--- config.mk ---
export PLATFORM = sky130hd
export DESIGN_NAME = can_txmb_sched
export DESIGN_NICKNAME = d
export VERILOG_FILES = /design/src/rtl/can_txmb_pkg.sv /design/src/rtl/can_txmb_slot.sv /design/src/rtl/can_txmb_arbiter.sv /design/src/rtl/can_txmb_sched.sv
export SDC_FILE = /design/constraint.sdc
export NUM_CORES = 1
export LEC_CHECK = 0
export CORE_ASPECT_RATIO = 0.5
export CORE_MARGIN = 8
export CORE_UTILIZATION = 45
export CTS_BUF_LIST = sky130_fd_sc_hd__clkbuf_8
export DETAILED_ROUTE_END_ITERATION = 16
export PLACE_DENSITY = 0.77
export SETUP_SLACK_MARGIN = 0.15
export SYNTH_ARGS = -nofsm -noshare
export SYNTH_HDL_FRONTEND = slang
export SYNTH_SLANG_ARGS = --single-unit
export TNS_END_PERCENT = 50
--- constraint.sdc ---
create_clock -name clk -period 15.45 [get_ports clk]
set_clock_uncertainty 0.05 [all_clocks]
set_input_delay 3.09 -clock clk [delete_from_list [all_inputs] [get_ports clk]]
set_output_delay 3.09 -clock clk [all_outputs]
set_load 0.1 [all_outputs]
--- src/rtl/can_txmb_pkg.sv ---
package can_txmb_pkg;

    typedef enum logic [1:0] {
        MB_EMPTY   = 2'd0,
        MB_PENDING = 2'd1,
        MB_SCHED   = 2'd2,
        MB_XMIT    = 2'd3
    } mb_state_e;

    localparam int FLAG_RQCP = 0;
    localparam int FLAG_TXOK = 1;
    localparam int FLAG_ALST = 2;
    localparam int FLAG_TERR = 3;

endpackage

--- src/rtl/can_txmb_slot.sv ---
module can_txmb_slot
    import can_txmb_pkg::*;
#(
    parameter int ID_W   = 11,
    parameter int DLC_W  = 4,
    parameter int DATA_W = 64,
    parameter int RANK_W = 2
) (
    input  logic              clk,
    input  logic              rst_n,
    input  logic              wr,
    input  logic [ID_W-1:0]   wr_id,
    input  logic [DLC_W-1:0]  wr_dlc,
    input  logic [DATA_W-1:0] wr_data,
    input  logic              req,
    input  logic [RANK_W-1:0] new_rank,
    input  logic              leave_vld,
    input  logic [RANK_W-1:0] leave_rank,
    input  logic              arb_en,
    input  logic              win,
    input  logic              bus_idle,
    input  logic              done,
    input  logic              ok,
    input  logic              alst_in,
    input  logic              terr_in,
    input  logic [3:0]        clr,
    output mb_state_e         state,
    output logic [ID_W-1:0]   id_q,
    output logic [DLC_W-1:0]  dlc_q,
    output logic [DATA_W-1:0] data_q,
    output logic [RANK_W-1:0] rank_q,
    output logic [3:0]        flags
);

    mb_state_e state_nx;
    logic      succ;
    logic      fail;

    assign succ = (state == MB_XMIT) && done && ok;
    assign fail = (state == MB_XMIT) && done && !ok;

    always_comb begin
        state_nx = state;
        unique case (state)
            MB_EMPTY:   if (req) state_nx = MB_PENDING;
            MB_PENDING: if (arb_en && win) state_nx = MB_SCHED;
            MB_SCHED: begin
                if (bus_idle)             state_nx = MB_XMIT;
                else if (arb_en && !win)  state_nx = MB_PENDING;
            end
            MB_XMIT:    if (done) state_nx = ok ? MB_EMPTY : MB_PENDING;
            default:    state_nx = MB_EMPTY;
        endcase
    end

    always_ff @(posedge clk or negedge rst_n) begin
        if (!rst_n) state <= MB_EMPTY;
        else        state <= state_nx;
    end

    always_ff @(posedge clk or negedge rst_n) begin
        if (!rst_n) begin
            id_q   <= '0;
            dlc_q  <= '0;
            data_q <= '0;
            rank_q <= '0;
            flags  <= '0;
        end else begin
            if (wr && state == MB_EMPTY) begin
                id_q   <= wr_id;
                dlc_q  <= wr_dlc;
                data_q <= wr_data;
            end
            if (req && state == MB_EMPTY)
                rank_q <= new_rank;
            else if (leave_vld && rank_q > leave_rank)
                rank_q <= rank_q - 1'b1;
            flags[FLAG_RQCP] <= (flags[FLAG_RQCP] & ~clr[FLAG_RQCP]) | succ;
            flags[FLAG_TXOK] <= succ ? 1'b1 : (fail ? 1'b0 : flags[FLAG_TXOK] & ~clr[FLAG_TXOK]);
            flags[FLAG_ALST] <= (flags[FLAG_ALST] & ~clr[FLAG_ALST]) | (fail & alst_in);
            flags[FLAG_TERR] <= (flags[FLAG_TERR] & ~clr[FLAG_TERR]) | (fail & terr_in);
        end
    end

    AST_REQ_TO_PENDING: assert property (@(posedge clk) disable iff (!rst_n)
        (req && state == MB_EMPTY) |=> (state == MB_PENDING));
    AST_LOCKED_FIELDS: assert property (@(posedge clk) disable iff (!rst_n)
        (state != MB_EMPTY) |=> ($stable(id_q) && $stable(dlc_q) && $stable(data_q)));
    AST_START_NEEDS_IDLE: assert property (@(posedge clk) disable iff (!rst_n)
        (state == MB_SCHED && !bus_idle) |=> (state != MB_XMIT));
    AST_SUCCESS_FLAGS: assert property (@(posedge clk) disable iff (!rst_n)
        succ |=> (state == MB_EMPTY && flags[FLAG_RQCP] && flags[FLAG_TXOK]));
    AST_FAIL_RETRY: assert property (@(posedge clk) disable iff (!rst_n)
        fail |=> (state == MB_PENDING && !flags[FLAG_TXOK]));

endmodule

--- src/rtl/can_txmb_arbiter.sv ---
module can_txmb_arbiter #(
    parameter int NMB   = 3,
    parameter int KEY_W = 11,
    localparam int SEL_W = (NMB > 1) ? $clog2(NMB) : 1
) (
    input  logic [NMB-1:0]       cand,
    input  logic [NMB*KEY_W-1:0] keys,
    output logic [NMB-1:0]       win
);

    logic             found;
    logic [SEL_W-1:0] best_idx;
    logic [KEY_W-1:0] best_key;

    always_comb begin
        found    = 1'b0;
        best_idx = '0;
        best_key = '0;
        for (int i = 0; i < NMB; i++) begin
            if (cand[i] && (!found || keys[i*KEY_W +: KEY_W] < best_key)) begin
                found    = 1'b1;
                best_idx = SEL_W'(i);
                best_key = keys[i*KEY_W +: KEY_W];
            end
        end
        for (int i = 0; i < NMB; i++)
            win[i] = found && (best_idx == SEL_W'(i));
    end

endmodule

--- src/rtl/can_txmb_sched.sv ---
module can_txmb_sched
    import can_txmb_pkg::*;
#(
    parameter int NMB    = 3,
    parameter int ID_W   = 11,
    parameter int DLC_W  = 4,
    parameter int DATA_W = 64,
    localparam int SEL_W  = (NMB > 1) ? $clog2(NMB) : 1,
    localparam int CNT_W  = $clog2(NMB + 1),
    localparam int KEY_W  = (ID_W > SEL_W) ? ID_W : SEL_W
) (
    input  logic              clk,
    input  logic              rst_n,
    input  logic              fifo_mode,
    input  logic              wr_en,
    input  logic [SEL_W-1:0]  wr_sel,
    input  logic [ID_W-1:0]   wr_id,
    input  logic [DLC_W-1:0]  wr_dlc,
    input  logic [DATA_W-1:0] wr_data,
    input  logic              req_en,
    input  logic [SEL_W-1:0]  req_sel,
    input  logic              clr_en,
    input  logic [SEL_W-1:0]  clr_sel,
    input  logic [3:0]        clr_mask,
    input  logic              bus_idle,
    input  logic              tx_done,
    input  logic              tx_ok,
    input  logic              tx_alst,
    input  logic              tx_terr,
    output logic              tx_valid,
    output logic [SEL_W-1:0]  tx_mb,
    output logic [ID_W-1:0]   tx_id,
    output logic [DLC_W-1:0]  tx_dlc,
    output logic [DATA_W-1:0] tx_data,
    output logic [2*NMB-1:0]  mb_state,
    output logic [NMB-1:0]    flag_rqcp,
    output logic [NMB-1:0]    flag_txok,
    output logic [NMB-1:0]    flag_alst,
    output logic [NMB-1:0]    flag_terr
);

    mb_state_e          st    [NMB];
    logic [ID_W-1:0]    ids   [NMB];
    logic [DLC_W-1:0]   dlcs  [NMB];
    logic [DATA_W-1:0]  datas [NMB];
    logic [SEL_W-1:0]   ranks [NMB];
    logic [3:0]         flg   [NMB];

    logic [NMB-1:0]       is_sched, is_xmit, is_active, cand, win;
    logic [NMB*KEY_W-1:0] keys;
    logic                 arb_en;
    logic [CNT_W-1:0]     active_cnt;
    logic                 leave_vld;
    logic [SEL_W-1:0]     leave_rank;
    logic [SEL_W-1:0]     new_rank;

    always_comb begin
        active_cnt = '0;
        leave_vld  = 1'b0;
        leave_rank = '0;
        tx_mb      = '0;
        tx_id      = '0;
        tx_dlc     = '0;
        tx_data    = '0;
        for (int i = 0; i < NMB; i++) begin
            is_sched[i]  = (st[i] == MB_SCHED);
            is_xmit[i]   = (st[i] == MB_XMIT);
            is_active[i] = (st[i] != MB_EMPTY);
            cand[i]      = (st[i] == MB_PENDING) || is_sched[i];
            keys[i*KEY_W +: KEY_W] = fifo_mode ? KEY_W'(ranks[i]) : KEY_W'(ids[i]);
            active_cnt   = active_cnt + CNT_W'(is_active[i]);
            if (is_xmit[i]) begin
                tx_mb   = SEL_W'(i);
                tx_id   = ids[i];
                tx_dlc  = dlcs[i];
                tx_data = datas[i];
                if (tx_done && tx_ok) begin
                    leave_vld  = 1'b1;
                    leave_rank = ranks[i];
                end
            end
        end
        tx_valid = |is_xmit;
        arb_en   = !tx_valid && !(|is_sched && bus_idle);
        new_rank = SEL_W'(active_cnt - CNT_W'(leave_vld));
    end

    can_txmb_arbiter #(.NMB(NMB), .KEY_W(KEY_W)) u_arb (
        .cand (cand),
        .keys (keys),
        .win  (win)
    );

    for (genvar g = 0; g < NMB; g++) begin : g_slot
        can_txmb_slot #(
            .ID_W(ID_W), .DLC_W(DLC_W), .DATA_W(DATA_W), .RANK_W(SEL_W)
        ) u_slot (
            .clk        (clk),
            .rst_n      (rst_n),
            .wr         (wr_en && wr_sel == SEL_W'(g)),
            .wr_id      (wr_id),
            .wr_dlc     (wr_dlc),
            .wr_data    (wr_data),
            .req        (req_en && req_sel == SEL_W'(g)),
            .new_rank   (new_rank),
            .leave_vld  (leave_vld),
            .leave_rank (leave_rank),
            .arb_en     (arb_en),
            .win        (win[g]),
            .bus_idle   (bus_idle),
            .done       (tx_done),
            .ok         (tx_ok),
            .alst_in    (tx_alst),
            .terr_in    (tx_terr),
            .clr        ((clr_en && clr_sel == SEL_W'(g)) ? clr_mask : 4'b0000),
            .state      (st[g]),
            .id_q       (ids[g]),
            .dlc_q      (dlcs[g]),
            .data_q     (datas[g]),
            .rank_q     (ranks[g]),
            .flags      (flg[g])
        );
        assign mb_state[2*g +: 2] = st[g];
        assign flag_rqcp[g] = flg[g][FLAG_RQCP];
        assign flag_txok[g] = flg[g][FLAG_TXOK];
        assign flag_alst[g] = flg[g][FLAG_ALST];
        assign flag_terr[g] = flg[g][FLAG_TERR];
    end

    AST_SINGLE_OWNER: assert property (@(posedge clk) disable iff (!rst_n)
        $onehot0(is_sched | is_xmit));
    AST_XMIT_FROM_SCHED: assert property (@(posedge clk) disable iff (!rst_n)
        (!tx_valid && !(|is_sched)) |=> !tx_valid);

endmodule

======== After elaboration in Yosys (flattened, before gate mapping) ========
Cells that the tools add are included.
word-level totals
  output and inout bits ................... 100
  word-level logic and storage cells ...... 234
  memory bits (writable) .................. 0
  bits in latches ......................... 0
  ROM bits ................................ 0
  memories ................................ 0
  register bits ........................... 261
  input port bits ......................... 100
operators by class
  div/mod/pow operators ................... 0
  equal/unequal tests ..................... 29
  multipliers ............................. 0
  reductions and logical operators ........ 72
  muxes and demuxes ....................... 65
  bitwise logic cells ..................... 39
  order comparisons ....................... 5
  $add $sub $neg .......................... 6
  shifts and indexed selects .............. 0
operators by type and width
  cell                                              number
  2-to-1 mux 64 bit                                 3
  2-to-1 mux 11 bit                                 8
  2-to-1 mux 2 bit                                  27
  logical AND 1 bit                                 41
  2-to-1 mux 4 bit                                  6
  case mux 2 bit (4 select lines)                   3
  less-than comparator 11 bit                       2
  == test 2 bit, second input constant              10
  AND 1 bit                                         18
  2-to-1 mux 1 bit                                  18
  == test 2 x 1 -> 1 bit, second input constant     7
  zero test 2 bit                                   7
  != test 2 x 1 -> 1 bit, second input constant     6
  inverter 1 bit                                    12
  AND reduction 4 bit                               3
  nonzero test 2 bit                                6
  != test 3 x 2 -> 1 bit, second input constant     3
  OR 1 bit                                          9
  zero test 1 bit                                   8
  > comparator 2 bit                                3
  != test 2 bit, second input constant              3
  OR reduction 3 bit                                2
  subtractor 2 x 1 -> 2 bit, second input constant  3
  logical OR 1 bit                                  5
  other kinds (3)                                   3

======== Logic depth before layout (Yosys ltp) ========
  depth in word-level cells ............... 18
  depth in mapped cells ................... 24

======== Hierarchy ========
From an unflattened synthesis, not the netlist that was laid out.
unflattened totals
  cell total of the unflattened synthesis .. 1,212
  area, all modules ....................... 13,787.0 µm²
by module, submodules not included
  module            times used  area each (µm²)  cells each
  can_txmb_slot     3           3,405.8          218
  can_txmb_sched    1           2,793.9          454
  can_txmb_arbiter  1           775.7            104

======== Worst setup path before layout ========
No wires, ideal clock.
  path kind ............................... input port to flip-flop
  from .................................... input port fifo_mode
  to ...................................... register g_slot[0].u_slot.state[0]
  required time ........................... 15,265 ps
  slack ................................... 7,785 ps
  data arrival time ....................... 7,480 ps
  setup time .............................. 135 ps
  buffers on the path ..................... 5
  stages on the path ...................... 22
  path through ............................ buf_6 -> nor2b_1 -> clkbuf_1 -> buf_1 -> nand2_1 -> ha_1 -> and4_1 -> and3_1 -> a22oi_2 -> a21oi_4 -> buf_2 -> buf_1 -> a31oi_1 -> ha_1 -> and3_1 -> o2111ai_1 -> a211o_1 -> and3_1 -> a21oi_1 -> or4b_4 -> a2111oi_4 -> a211oi_2
on the way
  cells in the longest elaborated chain, start to end .. 16
  elaborated cells between the ends (all ways) .. 24
ends and longest elaborated chain
  what                                                            line                    source
  start: declaration                                              can_txmb_sched.sv:14    input logic fifo_mode,
  2-to-1 mux 11 bit                                               can_txmb_sched.sv:70    keys[i*KEY_W +: KEY_W] = fifo_mode ? KEY_W'(ranks[i]) : KEY_W'(ids[i]);
  2-to-1 mux 11 bit                                               can_txmb_arbiter.sv:20  if (cand[i] && (!found || keys[i*KEY_W +: KEY_W] < best_key)) begin
  less-than comparator 11 bit                                     can_txmb_arbiter.sv:20
  logical OR 1 bit                                                can_txmb_arbiter.sv:20
  logical AND 1 bit                                               can_txmb_arbiter.sv:20
  2-to-1 mux 11 bit or 2-to-1 mux 1 bit (tied branches)           can_txmb_arbiter.sv:20
  less-than comparator 11 bit or zero test 1 bit (tied branches)  can_txmb_arbiter.sv:20
  logical OR 1 bit                                                can_txmb_arbiter.sv:20
  logical AND 1 bit                                               can_txmb_arbiter.sv:20
  2-to-1 mux 2 bit                                                can_txmb_arbiter.sv:20
  zero test 2 bit                                                 can_txmb_arbiter.sv:27  win[i] = found && (best_idx == SEL_W'(i));
  logical AND 1 bit (*)                                           can_txmb_arbiter.sv:27
  zero test 1 bit                                                 can_txmb_slot.sv:49     else if (arb_en && !win) state_nx = MB_PENDING;
  logical AND 1 bit                                               can_txmb_slot.sv:49
  != test 3 x 2 -> 1 bit (no source line)                         n/a
  AND reduction 4 bit (no source line) (*)                        n/a
  end signal: assignment                                          can_txmb_slot.sv:58     else state <= state_nx;
  end: declaration                                                can_txmb_slot.sv:27     output mb_state_e state,
Every way passes the cells marked *; elsewhere a longest branch is shown, timed or not.
A chain may end at the register's enable or synchronous reset.

======== Final worst setup path ========
Ends and elaborated chain as after synthesis.

==> results.ini <==
[sta]
setup_viol = 0
slew_headroom = 0.173
grt_setup_unrepaired = false
clock.fmax_mhz = 113
totalNegativeSetupSlack_ns = 0
min_period_ns = 8.83
period_share = 0.572
hold_viol = 0
worstMarginPinSlew_ns = 1.24
slew_viol_final = 0

[floorplanning]
start_util = 0.461
design.core.area_um2 = 27900
rows = 43
die_h_um = 135
die_w_um = 255
die_area_um2 = 34500
num_io_pins = 200

[detailed_routing]
drt-vias-per-instance = 5.55
drt_iter0_markers = 639
routed.top_layer = met4
via_count = 9385
route.met3.wl_mm = 1.41
first_pass_iters = 8
wl_met1_mm = 13.7
route.detailed.drc = 0
ant_nets = 0
wl_per_cell_um = 19.8
wirelength_mm = 33.5
wl_met2_mm = 17.4

[yosys]
synth-simple-area-share = 0.0794
synth_enable_flop_cells = 0
synth.distinct_cells = 59
synth_xor_area_frac = 0.00477
synth-seq-cells = 261
synth_fa_ha_area_frac = 0.0395
muxShareOfSynthArea = 0.214
synthCells = 1094
ys.flop_type = dfrtp_1
yosysWarnings = 0
synth_compound_area_frac = 0.127
synth.avg_cell_area_um2 = 11.7
syn-cell-area_um2 = 12800
ys_async_sr_fraction = 1.00
synth_top_family_by_area = multiplexers
ys_seq_area_frac = 0.508
synth_nets = 1234

[cts]
cts_made_buffers = 41
clk-insertion-delay-late_ns = 0.55
cts_sinks = 261
root_buffer = clkbuf_8
cts_resized = 0
h-tree-depth = 2
clock_path_buffers = 3
cts_tree = done
holdBufCountCts = 0
clk_pin_slew_ns = 0.06
cts_setup_buffers = 0

[run_status]
status = finished clean

[critical_path]
worstPathArrival_ns = 9.20
crit_top_cell = and3_1
rrSetupSlack_ns = 9.19
reg2reg_depth = 20
path_cells = clkdlybuf4s50_1 > nor2b_1 > nand2_1 > ha_1 > and3_1 > a221o_1 > a22oi_2 > a21oi_4 > and2b_1 > a31oi_1 > ha_1 > and3_1 > o2111ai_1 > a211o_1 > and3_1 > a21oi_1 > or4b_4 > a2111oi_4 > a211oi_2
slowest_delay_ns = 1.20
required_ns = 15.81
r2r_end = g_slot[0].u_slot.state[0]$_DFFE_PN0P_
critPathKind = in2reg
critPathMaxFanout = 27
r2r_start = g_slot[0].u_slot.state[0]$_DFFE_PN0P_
cp-start-kind = input port
critPathSlowestCell = nor2b_1
crit_path_end_kind = flop

[grt]
grt_max_degree = 123
grt_use_total = 0.191
grt-ovfl-total = 0
grt_pass1_wl_mm = 53.6
antenna_found_initial = 3
grt_pass1_vias = 10000

[final_layout]
area_delta_synth_final_pct = 24.1
final_cell_mix = dfrtp_1, mux2_2, clkdlybuf4s50_1, nand2_1, o21ai_0
drive_gt1_frac = 0.247
nNetsFinal = 1418
final_common_cell = dfrtp_1
fin_util = 0.572

[placed_design]
place_hpwl_mm = 22.4
gp_congestion = 0.842
io_buffers = 199

[hold_path]
hold_end = g_slot[1].u_slot.flags[0]$_DFF_PN0_
hp-start = g_slot[1].u_slot.flags[0]$_DFF_PN0_
whs_path_depth = 1
hp-class = reg2reg

[flow_run]
timing.max_cap.violations = 0

-- worst max-delay path: cells and delay by family --
family / cells / cell delay (ns)
simple gates: 7 / 2.66
compound gates: 9 / 1.82
buf+inv: 1 / 0.94
fa+ha+maj: 2 / 0.69
-- stage by stage --
step	cells	cell area [µm²]	hold slack (ns)	setup WS [ns]
3_5_place_dp	1617	15200	0.440	6.17
3_3_place_gp	1617	15200	0.437	6.25
5_1_grt	1692	15900	0.463	6.25
6_report	1692	15900	0.448	6.62
2_1_floorplan	1094	12800	0.430	7.78
4_1_cts	1689	15900	0.454	6.72
-- synthesized netlist by cell type (4+ instances only) --
cell / number / share of area
dfrtp_1: 261 / 0.51
mux2_2: 240 / 0.21
nand2_1: 120 / 0.035
o21ai_0: 86 / 0.034
a22oi_1: 85 / 0.050
clkbuf_1: 59 / 0.017
ha_1: 39 / 0.038
nor2b_1: 35 / 0.017
a21oi_1: 20 / 0.0078
inv_1: 19 / 0.0056
nor2_1: 13 / 0.0038
a31oi_1: 11 / 0.0054
a22o_1: 9 / 0.0061
and2_1: 9 / 0.0044
a21o_1: 6 / 0.0035
buf_1: 6 / 0.0018
a211oi_1: 5 / 0.0029
and3_1: 5 / 0.0024
mux2i_1: 4 / 0.0031
nand4b_1: 4 / 0.0027
xnor2_1: 4 / 0.0027
-- layer usage --
metal	vias to the layer above	GRT usage
met2	216	0.341
met1	4764	0.230
li1	4335	-
met4	0	0.0711
met5	-	0
met3	70	0.0350
-- flip-flops by register name, summed over array words and instances, names as in the netlist --
register	cells
g_slot.u_slot.data_q	192
g_slot.u_slot.dlc_q	12
g_slot.u_slot.flags	12
g_slot.u_slot.id_q	33
g_slot.u_slot.rank_q	6
g_slot.u_slot.state	6
-- kinds of logic (layout without fill, tap and decap cells) --
logic type,count (synthesis),after routing
flip-flops,261,261
multiplexers,245,245
AO/OA/AOI/OAI,244,244
AND/OR/NAND/NOR,209,209
buffers and inverters,88,301
adder cells (fa/ha/maj),40,40
XOR/XNOR,7,7
other,0,3
-- layout make-up --
type	count	area, µm²
fillers	2322	11900
well taps	382	478
inverters	19	71.3
diodes	3	7.51
multi-input cells	745	6010
flip-flops and latches	261	6530
clock buffers	48	661
clock inverters	24	108
repair buffers	210	2080
-- worst max path at each step --
| stage | from | endpoint | slack, ns | depth (start not counted) |
|---|---|---|---|---|
| 3_3_place_gp | fifo_mode | g_slot[1].u_slot.state[0]$_DFFE_PN0P_ | 6.25 | 19 |
| 2_1_floorplan | fifo_mode | g_slot[0].u_slot.state[0]$_DFFE_PN0P_ | 7.78 | 22 |
| 5_1_grt | fifo_mode | g_slot[1].u_slot.state[0]$_DFFE_PN0P_ | 6.25 | 19 |
| 3_5_place_dp | fifo_mode | g_slot[0].u_slot.state[0]$_DFFE_PN0P_ | 6.17 | 19 |
| 4_1_cts | fifo_mode | g_slot[0].u_slot.state[0]$_DFFE_PN0P_ | 6.72 | 19 |
| 6_report | fifo_mode | g_slot[0].u_slot.state[0]$_DFFE_PN0P_ | 6.62 | 19 |
Power is left out: the tool's default activity adds up to more than one toggle a clock period on the data nets, which glitch-free logic cannot reach.
